### config.mk
export PLATFORM = sky130hd
export DESIGN_NAME = adc_irq_flags
export DESIGN_NICKNAME = d
export VERILOG_FILES = /design/src/rtl/adc_irq_pkg.sv /design/src/rtl/adc_unread_fsm.sv /design/src/rtl/adc_flag_bank.sv /design/src/rtl/adc_irq_gate.sv /design/src/rtl/adc_irq_flags.sv
export SDC_FILE = /design/constraint.sdc
export NUM_CORES = 1
export LEC_CHECK = 0
export BUFFER_PORTS_ARGS = -buffer_cell sky130_fd_sc_hd__buf_2
export CELL_PAD_IN_SITES_DETAIL_PLACEMENT = 1
export CELL_PAD_IN_SITES_GLOBAL_PLACEMENT = 2
export CORE_ASPECT_RATIO = 1.5
export CORE_UTILIZATION = 21
export DETAILED_ROUTE_END_ITERATION = 6
export PLACE_DENSITY = 0.72
export SLEW_MARGIN = 10
export SYNTH_ARGS = -nofsm -noshare
export SYNTH_HDL_FRONTEND = slang
export SYNTH_HIERARCHICAL = 1
export SYNTH_SLANG_ARGS = --single-unit
### constraint.sdc
create_clock -name clk -period 1.1 [get_ports clk]
set_clock_uncertainty 0.05 [all_clocks]
set_input_delay 0.055 -clock clk [delete_from_list [all_inputs] [get_ports clk]]
set_output_delay 0.055 -clock clk [all_outputs]
set_load 0.005 [all_outputs]
### src/rtl/adc_irq_pkg.sv
package adc_irq_pkg;
    localparam int FLAG_W = 6;
    localparam int BYTE_W = 8;
    localparam int PAD_W  = BYTE_W - FLAG_W;

    // flag bit positions (software decodes these)
    localparam int F_RES_RDY  = 0;
    localparam int F_SAMP_RDY = 1;
    localparam int F_WIN      = 2;
    localparam int F_RES_OVR  = 3;
    localparam int F_SAMP_OVR = 4;
    localparam int F_TRIG_OVR = 5;

    typedef enum logic {
        UNREAD_EMPTY = 1'b0,
        UNREAD_HELD  = 1'b1
    } unread_state_t;
endpackage

### src/rtl/adc_unread_fsm.sv
module adc_unread_fsm
    import adc_irq_pkg::*;
(
    input  logic clk,
    input  logic rst_n,
    input  logic store,
    input  logic rd,
    output logic overwrite
);
    unread_state_t st_q, st_d;

    // state register
    always_ff @(posedge clk or negedge rst_n) begin
        if (!rst_n) st_q <= UNREAD_EMPTY;
        else        st_q <= st_d;
    end

    // next state
    always_comb begin
        st_d = st_q;
        unique case (st_q)
            UNREAD_EMPTY: if (store)        st_d = UNREAD_HELD;
            UNREAD_HELD:  if (rd && !store) st_d = UNREAD_EMPTY;
        endcase
    end

    // outputs
    always_comb begin
        overwrite = 1'b0;
        unique case (st_q)
            UNREAD_EMPTY: overwrite = 1'b0;
            UNREAD_HELD:  overwrite = store && !rd;
        endcase
    end
endmodule

### src/rtl/adc_flag_bank.sv
module adc_flag_bank #(
    parameter int N = 6
) (
    input  logic         clk,
    input  logic         rst_n,
    input  logic [N-1:0] set_i,
    input  logic [N-1:0] clr_i,
    output logic [N-1:0] flag_o
);
    for (genvar i = 0; i < N; i++) begin : g_flag
        logic bit_q;
        always_ff @(posedge clk or negedge rst_n) begin
            if (!rst_n)        bit_q <= 1'b0;
            else if (set_i[i]) bit_q <= 1'b1;   // set beats clear
            else if (clr_i[i]) bit_q <= 1'b0;
        end
        assign flag_o[i] = bit_q;
    end
endmodule

### src/rtl/adc_irq_gate.sv
module adc_irq_gate #(
    parameter int N = 6
) (
    input  logic         clk,
    input  logic         rst_n,
    input  logic [N-1:0] flag_i,
    input  logic [N-1:0] en_i,
    output logic         irq_o
);
    always_ff @(posedge clk or negedge rst_n) begin
        if (!rst_n) irq_o <= 1'b0;
        else        irq_o <= |(flag_i & en_i);
    end
endmodule

### src/rtl/adc_irq_flags.sv
module adc_irq_flags
    import adc_irq_pkg::*;
(
    input  logic              clk,
    input  logic              rst_n,
    input  logic              evt_trigger,
    input  logic              conv_busy,
    input  logic              evt_sample_done,
    input  logic              evt_result_done,
    input  logic              win_match,
    input  logic              flag_wr,
    input  logic [FLAG_W-1:0] flag_wdata,
    input  logic              sample_rd,
    input  logic              result_rd,
    input  logic [FLAG_W-1:0] irq_en,
    output logic [BYTE_W-1:0] flag_byte,
    output logic              irq
);
    logic [FLAG_W-1:0] set_v, clr_v, flags;
    logic              samp_ovr, res_ovr;

    adc_unread_fsm u_samp_track (
        .clk       (clk),
        .rst_n     (rst_n),
        .store     (evt_sample_done),
        .rd        (sample_rd),
        .overwrite (samp_ovr)
    );

    adc_unread_fsm u_res_track (
        .clk       (clk),
        .rst_n     (rst_n),
        .store     (evt_result_done),
        .rd        (result_rd),
        .overwrite (res_ovr)
    );

    always_comb begin
        set_v             = '0;
        set_v[F_RES_RDY]  = evt_result_done;
        set_v[F_SAMP_RDY] = evt_sample_done;
        set_v[F_WIN]      = evt_result_done && win_match;
        set_v[F_RES_OVR]  = res_ovr;
        set_v[F_SAMP_OVR] = samp_ovr;
        set_v[F_TRIG_OVR] = evt_trigger && conv_busy;

        clr_v             = flag_wr ? flag_wdata : '0;
        clr_v[F_RES_RDY]  = clr_v[F_RES_RDY]  | result_rd;
        clr_v[F_SAMP_RDY] = clr_v[F_SAMP_RDY] | sample_rd;
    end

    adc_flag_bank #(.N(FLAG_W)) u_bank (
        .clk    (clk),
        .rst_n  (rst_n),
        .set_i  (set_v),
        .clr_i  (clr_v),
        .flag_o (flags)
    );

    adc_irq_gate #(.N(FLAG_W)) u_gate (
        .clk   (clk),
        .rst_n (rst_n),
        .flag_i(flags),
        .en_i  (irq_en),
        .irq_o (irq)
    );

    assign flag_byte = {{PAD_W{1'b0}}, flags};
endmodule

==> key figures, run 1 <==
Routing
  – Average wire per standard cell: between 10 and 15 um
  – TritonRoute pass-1 iters: 1
  – Drt total wl: 1200 um
  – Vias: 442
  – DR vias/cell: 4.291
  – Residual DRC: 0
  – DRT iter0 DRCs: 0
  – Final antenna-violating net count: 0

Final layout
  – Share of cells above drive strength 1: 0.4074
  – Area delta synth->final: 45.91%
  – Fin nets: between 100 and 150
  – N_diodes: 0

Global route
  – Initial antenna violation count: 0
  – Total gr overflow: 0
  – First-pass GRT wire length: ~1900 um
  – Largest net degree at the start of global routing: 10
  – Vias in the first global route: about 480
  – Total GRT Usage: 0.1181

Setup path
  – Crit end category: flip-flop
  – Crit path kind: in -> reg
  – Worst Path Arrival: around 1.1 ns
  – Largest fanout on the critical path: 4
  – Worst r2r path cells: 2
  – Worst setup SP type: input port
  – Required @ worst endpoint: 1.20 ns
  – Reg-to-reg slack, setup: 0.21 ns
  – Worst R2R Start: u_bank/g_flag[2].bit_q$_DFFE_PN0P_
  – Reg-to-reg endpoint: u_gate/irq_o$_DFF_PN0_

Die
  – Site row count: 20
  – Die height: about 60 um
  – Core area: slightly above 0.002 mm2
  – DIE WIDTH: slightly above 40 um
  – Initial Util: 0.2283
  – Top-Level Pins: 31
  – Die ar.: approximately 0.0025 mm2

Logic synthesis
  – Async S/R FF share, synth: 1.000
  – Post-synth EDFFs: 0
  – Largest family of logic cells by synthesized area: compound AO/OA/AOI/OAI gates
  – Mux cell area share after synthesis: 0
  – Number of cells produced by synthesis: 48
  – Syn_area_per_cell: 9.879 um2
  – Yosys Warn Count: 6
  – Most area-consuming cells after synthesis: dfrtp_1, a21o_1, buf_4
  – Post-synth top cells: dfrtp_1, a21o_1, buf_4, inv_1, and2_1
  – Mapped Area: about 470 um2
  – Post-synthesis adder-cell area fraction: 0
  – Sequential element share of the synthesized area: 0.4749
  – Seq cells post-synth: 9
  – Synth Area in Compound Gates: 0.2111
  – Simple-Gate Fraction of Synth Area: 0.1161
  – Top FF cell, synth: dfrtp_1
  – XOR/XNOR Fraction of Synth Area: 0
  – Synth cell types: 10
  – Most common cell in the netlist: dfrtp_1
  – Yosys top cell by area: dfrtp_1
  – Yosys top cell area share: 0.4749

STA
  – Hold Violations, Final: 0
  – Fmax: 1063 MHz
  – Post-layout worst setup margin: 0.1595 ns
  – Setup tns final: 0 ns
  – Slew Viols, Final: 0
  – Crit path time final: 0.9405 ns
  – Final worst-path cycle share: 0.8550
  – # setup viols final: 0
  – RSZ-0062 raised after global routing: no

Pwr
  – Leakage: 0.3955 nW
  – Max IR drop VDD: roughly 0.00035 V
  – PwrDens: ~1200 mW/mm2

Run
  – Max_cap viols: 0

CTS
  – Clock Tree Buf Depth: 2
  – Num CTS Buffers: 3
  – Resized Gates After CTS: 0
  – Worst-skew pair later-pin latency: ~0.26 ns
  – Root buffer cell: clkbuf_4
  – Clock transition at path regs: approximately 0.060 ns
  – H-tree depth: 1
  – Clock sinks: 9
  – CTS tree: built

Outcome
  – Status: completed

Min path
  – WHS Path Cells: 3
  – Min-Delay Endpoint: u_gate/irq_o$_DFF_PN0_
  – Hold_sp: irq_en[2]
  – Min-delay worst type: in -> reg

Placed design
  – GPL Wtd Cong: 0.6726
  – Worst slack at placement: between 0.15 and 0.2 ns
  – Port-buffer cells: 28
cell families after synthesis:
kind of cell / Yosys count
buffers and inverters: 16
and+or+nand+nor: 9
DFF: 9
AOI/OAI and AO/OA: 13
other: 1
per-layer routing:
layer | routed length, um | track usage
met3 | 62 | 0.01115
met4 | 27 | 0.1143
met5 | 0 | 0
met1 | 434 | 0.08756
met2 | 676 | 0.2232
layout by cell type, fill, tap and decap left out:
cell type,netlist,final
buf_2,0,28
dfrtp_1,9,9
dlygate4sd3_1,0,8
inv_1,8,8
a21o_1,8,8
and2_1,6,6
clkbuf_4,0,3
a22oi_1,3,3
a21o_2,2,2
conb_1,1,2
and3_1,2,2
clkbuf_1,0,1
nand3_1,1,1
per-stage QoR:
step / total power, W / utilization / hold slack, ns / instance area [um2] / instances
after floorplan: 0.0004848 / - / -0.2906 / 478.0 / 49
after global placement: 0.0005301 / 0.2819 / -0.1301 / 585.6 / 91
after detailed placement: 0.0005383 / 0.2819 / -0.1247 / 585.6 / 91
after CTS: 0.0008271 / 0.3283 / 0.002519 / 681.9 / 102
after global routing: 0.0008703 / 0.3331 / 0.01892 / 691.9 / 103
final: 0.0008051 / 0.3331 / 0.01976 / 691.9 / 103
what timing repair did:
action,4_1_cts,5_1_grt
setup buffers,0,0
hold buffers,7,1
hold endpoints to repair,14,1
how the worst max path moves through the flow:
stage / from / to / slack [ns] / cells past startpoint
2_1_floorplan: u_bank/g_flag[2].bit_q$_DFFE_PN0P_ / u_gate/irq_o$_DFF_PN0_ / 0.19 / 3
6_report: evt_result_done / u_bank/g_flag[3].bit_q$_DFFE_PN0P_ / 0.16 / 4
3_5_place_dp: u_bank/g_flag[2].bit_q$_DFFE_PN0P_ / u_gate/irq_o$_DFF_PN0_ / 0.19 / 2
4_1_cts: evt_result_done / u_bank/g_flag[3].bit_q$_DFFE_PN0P_ / 0.17 / 4
3_3_place_gp: u_bank/g_flag[2].bit_q$_DFFE_PN0P_ / u_gate/irq_o$_DFF_PN0_ / 0.22 / 2
5_1_grt: evt_result_done / u_bank/g_flag[3].bit_q$_DFFE_PN0P_ / 0.14 / 4
state kept, by name (all words and copies together), names as in the netlist:
| signal | cells |
|---|---|
| u_res_track/st_q | 1 |
| u_bank/g_flag.bit_q | 6 |
| u_samp_track/st_q | 1 |
| u_gate/irq_o | 1 |
power by group:
| group | total [W] | leakage [nW] | internal (W) | switching (W) |
|---|---|---|---|---|
| Combinational | 0.000163 | 0.281 | 0.000101 | 0.0000623 |
| Sequential | 0.000387 | 0.100 | 0.000364 | 0.0000227 |
| Clock | 0.000255 | 0.0150 | 0.000140 | 0.000116 |
area by class of cell:
type	count	area, um2
Clock buffer	4	26.28
Fill cell	253	1385
Inverter	8	30.03
Multi-Input combinational cell	24	162.7
Sequential cell	9	225.2
Tap cell	22	27.53
Timing Repair Buffer	36	220.2
critical path, cell delays in order:
cell           delay (ns)
dlygate4sd3_1        0.53
buf_2                0.14
and3_1               0.17
a21o_1               0.15
No activity file was read; power rests on OpenSTA's default activity.
==> inputs of run 2 (changes only) <==
Settings changed: ABC_AREA set to 1, CORE_UTILIZATION 21 to 20, PLACE_DENSITY 0.72 to 0.73.
==> run 2 against run 1 <==
Via count grew 15%. Design area grew 4.7%. Sequential power is essentially flat. Largest power group unchanged. Global-route usage shrank 2.4 points. Cell count grew 42%. Critical path depth shrank 3. Flip-flop and latch count is the same. Routed wire length shrank 4.4%. Largest cell class unchanged.
==> key figures, run 2 <==
CTS
  – Worst-skew pair later-pin latency: 0.26 ns (about the same)
  – Clock transition at path regs: 0.06 ns (about the same)
  – H-tree depth: 1 (unchanged)
  – Num CTS Buffers: 3 (unchanged)
  – Clock Tree Buf Depth: 2 (unchanged)
  – CTS tree: built
  – Clock sinks: 9 (unchanged)
  – Root buffer cell: clkbuf_4
  – Resized Gates After CTS: 0 (unchanged)

Setup path
  – Slowest stage delay, CP: 0.40 ns (-0.13 ns)
  – Worst Path Arrival: 0.79 ns (-0.26 ns)
  – Largest fanout on the critical path: 3 (-1)
  – Slowest stage cell, crit path: dfrtp_1
  – Critical path cell sequence: buf_2
  – Worst setup SP type: flip-flop
  – Crit end category: output pin
  – Crit path buf inv count: 1 (-1)
  – Crit path kind: reg -> out
  – Top delay family on crit path: flip-flops
  – Required @ worst endpoint: 1.00 ns (-0.20 ns)

Routing
  – Drt total wl: 1147 um (-4.4%)
  – Final antenna-violating net count: 0 (unchanged)
  – Average wire per standard cell: 7.856 um (-33%)
  – Vias: 510 (+15%)
  – DRT iter0 DRCs: 9 (+9)
  – Residual DRC: 0 (unchanged)
  – TritonRoute pass-1 iters: 2 (+1)
  – DR vias/cell: 3.493 (-19%)

Pwr
  – Leakage: 0.4780 nW (+21%)
  – Max IR drop VDD: 0.0004138 V (+17%)
  – PwrDens: 1109 mW/mm2 (-4.7%)
  – Total power: 0.0008033 W (-0.22%)

Placed design
  – Placed wire-length estimate: just under 1000 um
  – Port-buffer cells: 28 (unchanged)
  – GPL Wtd Cong: 0.6912 (+2.8%)
  – Placed insts: 139 (+53%)

Die
  – Core area: 0.002505 mm2 (+21%)
  – Top-Level Pins: 31 (unchanged)
  – Die ar.: 0.002912 mm2 (+19%)
  – DIE WIDTH: 44.40 um (+8.8%)
  – Initial Util: 0.2153 (-0.01303)
  – Site row count: 22 (+10%)
  – Die height: 65.60 um (+9.0%)

Logic synthesis
  – Synth cell types: 8 (-2)
  – Number of cells produced by synthesis: 82 (+71%)
  – Yosys Warn Count: 6 (unchanged)
  – Sequential element share of the synthesized area: 0.4176 (-0.05730)
  – Yosys top cell by area: dfrtp_1
  – Syn_area_per_cell: 6.576 um2 (-33%)
  – Mapped Area: 539.3 um2 (+14%)
  – Post-synth EDFFs: 0 (unchanged)
  – Yosys top cell area share: 0.4176 (-0.05730)
  – Top FF cell, synth: dfrtp_1
  – Seq cells post-synth: 9 (unchanged)
  – Most common cell in the netlist: nand2_1
  – Async S/R FF share, synth: 1.000 (unchanged)
  – Most area-consuming cells after synthesis: dfrtp_1, nand2_1, inv_1
  – Post-synth top cells: nand2_1, inv_1, dfrtp_1

STA
  – Crit path time final: 0.8905 ns (-0.05000 ns)
  – RSZ-0062 raised after global routing: no
  – Slew Viols, Final: 0 (unchanged)
  – Hold Violations, Final: 0 (unchanged)
  – # setup viols final: 0 (unchanged)
  – Fmax: 1123 MHz (+5.6%)
  – Final worst-path cycle share: 0.8095 (-0.04545)
  – Setup tns final: 0 ns (unchanged)

Final layout
  – Final core occ: 0.2892 (-0.04392)
  – N_diodes: 0 (unchanged)
  – Share of cells above drive strength 1: 0.3182 (-0.08923)
  – Fin nets: 133 (+28%)
  – Max reg flops: 6 (unchanged)
  – Commonest non-fill, non-tap cell in the layout: nand2_1
  – Top reg by flops: u_bank/g_flag.bit_q
  – Commonest cells after routing, fill and taps aside: nand2_1, buf_2, inv_1
  – Post-Layout Cell Count: 146 (+42%)
  – Area delta synth->final: 34.34%

Global route
  – Total GRT Usage: 0.09403 (-0.02408)
  – First-pass GRT wire length: 2014 um (+8.5%)
  – Vias in the first global route: 513 (+6.4%)
  – Total gr overflow: 0 (unchanged)
  – Largest net degree at the start of global routing: 10 (unchanged)
  – Initial antenna violation count: 0 (unchanged)

Outcome
  – Status: completed

Run
  – Max_cap viols: 0 (unchanged)

Min path
  – Min-delay worst type: in -> reg
run 2: changes by cell type after synthesis, moves of 3 or more:
cell     delta
and2_1      -6
inv_1      +17
a22oi_1     -3
a21o_1      -8
nand2_1    +34
run 2: what timing repair did:
| action | CTS | global route |
|---|---|---|
| setup buffers | 0 | 0 |
| hold endpoints to repair | 12 | 0 |
| hold buffers | 3 | 0 |
run 2: metrics by stage:
stage	setup slack [ns]	hold WS [ns]	area (um2)
after detailed placement	0.2806	-0.1217	668.1
after floorplan	0.2236	-0.2906	543.0
final	0.2095	0.01272	724.4
after global placement	0.3008	-0.1223	668.1
after global routing	0.1572	0.02969	724.4
after CTS	0.1879	0.007902	724.4
run 2: layout make-up:
cell class                 count  area, um2
multi-input combinational     41      163.9
fill                         343       1780
clock buffer                   4      26.28
inverter                      25      93.84
sequential                     9      225.2
timing repair buffer          31      170.2
tap                           36      45.04
run 2: kinds of logic (layout without fill, tap and decap cells):
logic type | after synthesis | in the layout | share of synthesized area
AND/OR/NAND/NOR | 39 | 39 | 0.2900
buffers and inverters | 33 | 60 | 0.2854
flip-flops | 9 | 9 | 0.4176
other | 1 | 2 | 0.006954
run 2: where the power goes:
group / internal [W] / switching, W
Clock: 0.000140 / 0.000115
Sequential: 0.000364 / 0.0000204
Combinational: 0.0000827 / 0.0000814
Total: 0.000586 / 0.000217
run 2: metal layers:
metal,vias to the layer above,GRT usage,routed length (um)
li1,267,-,-
met1,225,0.09814,493
met2,18,0.1673,591
met3,0,0.01648,62
met4,0,0.05682,0
met5,-,0,0
run 2: path summary, 6_finish.rpt:
kind	start	end	slack, ns	cells past startpoint
min	win_match	u_bank/g_flag[2].bit_q$_DFFE_PN0P_	0.01	5
min reg2reg	u_samp_track/st_q$_DFF_PN0_	u_samp_track/st_q$_DFF_PN0_	0.43	2
max reg2reg	u_bank/g_flag[3].bit_q$_DFFE_PN0P_	u_gate/irq_o$_DFF_PN0_	0.29	4
min in group asynchronous	rst_n	u_bank/g_flag[0].bit_q$_DFFE_PN0P_	0.15	2
max in group asynchronous	rst_n	u_bank/g_flag[1].bit_q$_DFFE_PN0P_	0.67	2
max	u_bank/g_flag[1].bit_q$_DFFE_PN0P_	flag_byte[1]	0.21	1
run 2: worst reg2reg max path: cells and delay by family (launching register included):
| kind | cells | cell delay, ns |
|---|---|---|
| flip-flops | 1 | 0.39 |
| AND/OR/NAND/NOR | 4 | 0.27 |
==> inputs of run 3 (changes only) <==
Settings changed: CORE_UTILIZATION 20 to 18, PLACE_DENSITY 0.73 to 0.7.
Clock period 1.1 ns to 0.8 ns, I/O delays scaled along.
==> run 3 against run 2 <==
The run now ends with hold timing, setup timing left. Highest routed layer is now met4. Via count is 10% higher. Critical endpoint is now flag_byte[3]. Largest cell class is now buffers. Utilization is 2.9 points higher. Count of clock-buffer cells in the layout stayed put.
==> key figures, run 3 (synthesis results as in run 2) <==
Die
  – Die height: 69.04 um (+5.2%)
  – Core area: 0.002883 mm2 (+15%)
  – Top-Level Pins: 31 (unchanged)
  – Initial Util: 0.1871 (-0.02822)
  – DIE WIDTH: 46.69 um (+5.2%)
  – Die ar.: 0.003223 mm2 (+11%)
  – Site row count: 24 (+9.1%)

Global route
  – Vias in the first global route: 598 (+17%)
  – First-pass GRT wire length: 2339 um (+16%)
  – Initial antenna violation count: 0 (unchanged)
  – Largest net degree at the start of global routing: 10 (unchanged)
  – Total gr overflow: 0 (unchanged)
  – Total GRT Usage: 0.1056 (+0.01160)

Final layout
  – Fillers: 397 (+16%)
  – Max reg flops: 6 (unchanged)
  – Commonest non-fill, non-tap cell in the layout: nand2_1
  – Area delta synth->final: 70.30%
  – Share of cells above drive strength 1: 0.4711 (+0.1529)
  – Commonest cells after routing, fill and taps aside: nand2_1, inv_1, buf_2
  – Fin nets: 144 (+8.3%)
  – N_diodes: 0 (unchanged)
  – Post-route design area: 918.4 um2 (+27%)
  – Top reg by flops: u_bank/g_flag.bit_q

STA
  – Slew Viols, Final: 0 (unchanged)
  – Hold Violations, Final: 2 (+2)
  – Final worst-path cycle share: 1.182
  – RSZ-0062 raised after global routing: yes
  – Fmax: between 1000 and 1500 MHz
  – # setup viols final: 10 (+10)
  – Crit path time final: 0.9455 ns
  – Hold slack: -0.03388 ns (-0.04660 ns)
  – Post-layout worst setup margin: -0.1455 ns (-0.3550 ns)

Pwr
  – Total power: 0.001485 W (+85%)
  – Leakage: 0.5694 nW (+19%)
  – PwrDens: 1617 mW/mm2 (+46%)
  – Max IR drop VDD: 0.0006706 V (+62%)

Setup path
  – Slowest stage delay, CP: 0.39 ns (about the same)
  – Slowest stage cell, crit path: dfrtp_1
  – CP most frequent cell: buf_6
  – Crit end category: output pin
  – Crit path kind: reg -> out
  – Critical path cell sequence: buf_6 > buf_6
  – Worst r2r path cells: 5 (+1)
  – Top delay family on crit path: flip-flops
  – Worst setup SP type: flip-flop
  – Crit path buf inv count: 2 (+1)
  – Stages on worst setup path: 2 (+1)
  – Largest fanout on the critical path: 2 (-1)
  – Required @ worst endpoint: 0.71 ns (-0.29 ns)
  – Worst Path Arrival: 0.86 ns (+0.07 ns)

Placed design
  – GPL Wtd Cong: 0.6894 (-0.26%)
  – Placed wire-length estimate: 1121 um (+17%)
  – DP Area: 701.9 um2 (+5.1%)
  – Worst slack at placement: -0.007651 ns (-0.2882 ns)
  – Port-buffer cells: 28 (unchanged)

CTS
  – CTS tree: built
  – Num CTS Buffers: 3 (unchanged)
  – Clock sinks: 9 (unchanged)
  – Clock Tree Buf Depth: 2 (unchanged)
  – H-tree depth: 1 (unchanged)
  – Root buffer cell: clkbuf_8
  – Worst-skew pair later-pin latency: 0.23 ns (-0.03 ns)
  – Clock transition at path regs: 0.04 ns (-0.02 ns)

Routing
  – Residual DRC: 0 (unchanged)
  – DR vias/cell: 3.513 (+0.55%)
  – Final antenna-violating net count: 0 (unchanged)
  – DRT iter0 DRCs: 11 (+2)
  – Drt total wl: 1451 um (+27%)
  – Vias: 562 (+10%)
  – Average wire per standard cell: 9.069 um (+15%)
  – TritonRoute pass-1 iters: 2 (unchanged)

Run
  – Max_cap viols: 0 (unchanged)

Min path
  – WHS Path Cells: 3 (-2)
  – Min-delay worst type: in -> reg

Outcome
  – Status: complete, but fails checks
  – Failing checks: hold timing, setup timing
[run 3: cell count changes in the layout (fill, tap and decap cells not counted)]
cell,before,now
buf_6,0,13
nand2_1,34,25
nand2_2,2,9
buf_2,28,24
buf_4,0,3
clkbuf_4,3,0
clkbuf_8,0,3
nand2_4,0,2
dlygate4sd3_1,3,2
inv_1,25,24
inv_2,0,1
[run 3: worst register-to-register path, delay by kind of cell (launching register included)]
kind / cells / cell delay, ns
and+or+nand+nor: 4 / 0.26
DFF: 1 / 0.39
buffers and inverters: 1 / 0.13
[run 3: area by class of cell]
| class | count | area [um2] | area share |
|---|---|---|---|
| flip-flops and latches | 9 | 225.2 | 0.2452 |
| multi-input cells | 41 | 196.4 | 0.2139 |
| repair buffers | 42 | 309.0 | 0.3365 |
| inverters | 25 | 93.84 | 0.1022 |
| clock buffers | 4 | 45.04 | 0.04905 |
| well taps | 39 | 48.80 | 0.05313 |
[run 3: final timing paths]
| path | from | to | slack (ns) |
|---|---|---|---|
| max | u_bank/g_flag[3].bit_q$_DFFE_PN0P_ | flag_byte[3] | -0.15 |
| min | evt_sample_done | u_bank/g_flag[1].bit_q$_DFFE_PN0P_ | -0.03 |
| max reg2reg | u_bank/g_flag[2].bit_q$_DFFE_PN0P_ | u_gate/irq_o$_DFF_PN0_ | -0.14 |
| min reg2reg | u_res_track/st_q$_DFF_PN0_ | u_res_track/st_q$_DFF_PN0_ | 0.44 |
| max in group asynchronous | rst_n | u_res_track/st_q$_DFF_PN0_ | 0.38 |
| min in group asynchronous | rst_n | u_bank/g_flag[4].bit_q$_DFFE_PN0P_ | 0.14 |
[run 3: power by group]
group	internal (W)	leakage [nW]	total, W	switching [W]
sequential	0.000502	0.100	0.000533	0.0000307
combinational	0.000252	0.447	0.000421	0.000169
clock	0.000348	0.0228	0.000531	0.000184
[run 3: metrics by stage]
stage               utilization  hold slack [ns]  setup TNS [ns]  std cells
finish                   0.3186         -0.03388         -0.9605        160
global route             0.3186          0.01500          -1.270        160
CTS                      0.3034         0.007749          -1.028        160
detailed placement       0.2435          -0.1397       -0.007651        146
global placement         0.2435          -0.1424               0        146
floorplan                     -          -0.3056        -0.06432         83
[run 3: timing repair]
item	CTS	global route
hold endpoints to repair	12	0
resized for setup	10	15
endpoints found under the setup margin	7	14
hold buffers	3	0
setup buffers	7	1
pin swaps	2	8
[run 3: per-layer routing]
layer / vias up / track usage / wire length, um
li1: 287 / - / -
met2: 18 / 0.1867 / 875
met5: - / 0 / 0
met4: 0 / 0.07619 / 46
met3: 5 / 0.02356 / 77
met1: 252 / 0.09477 / 452
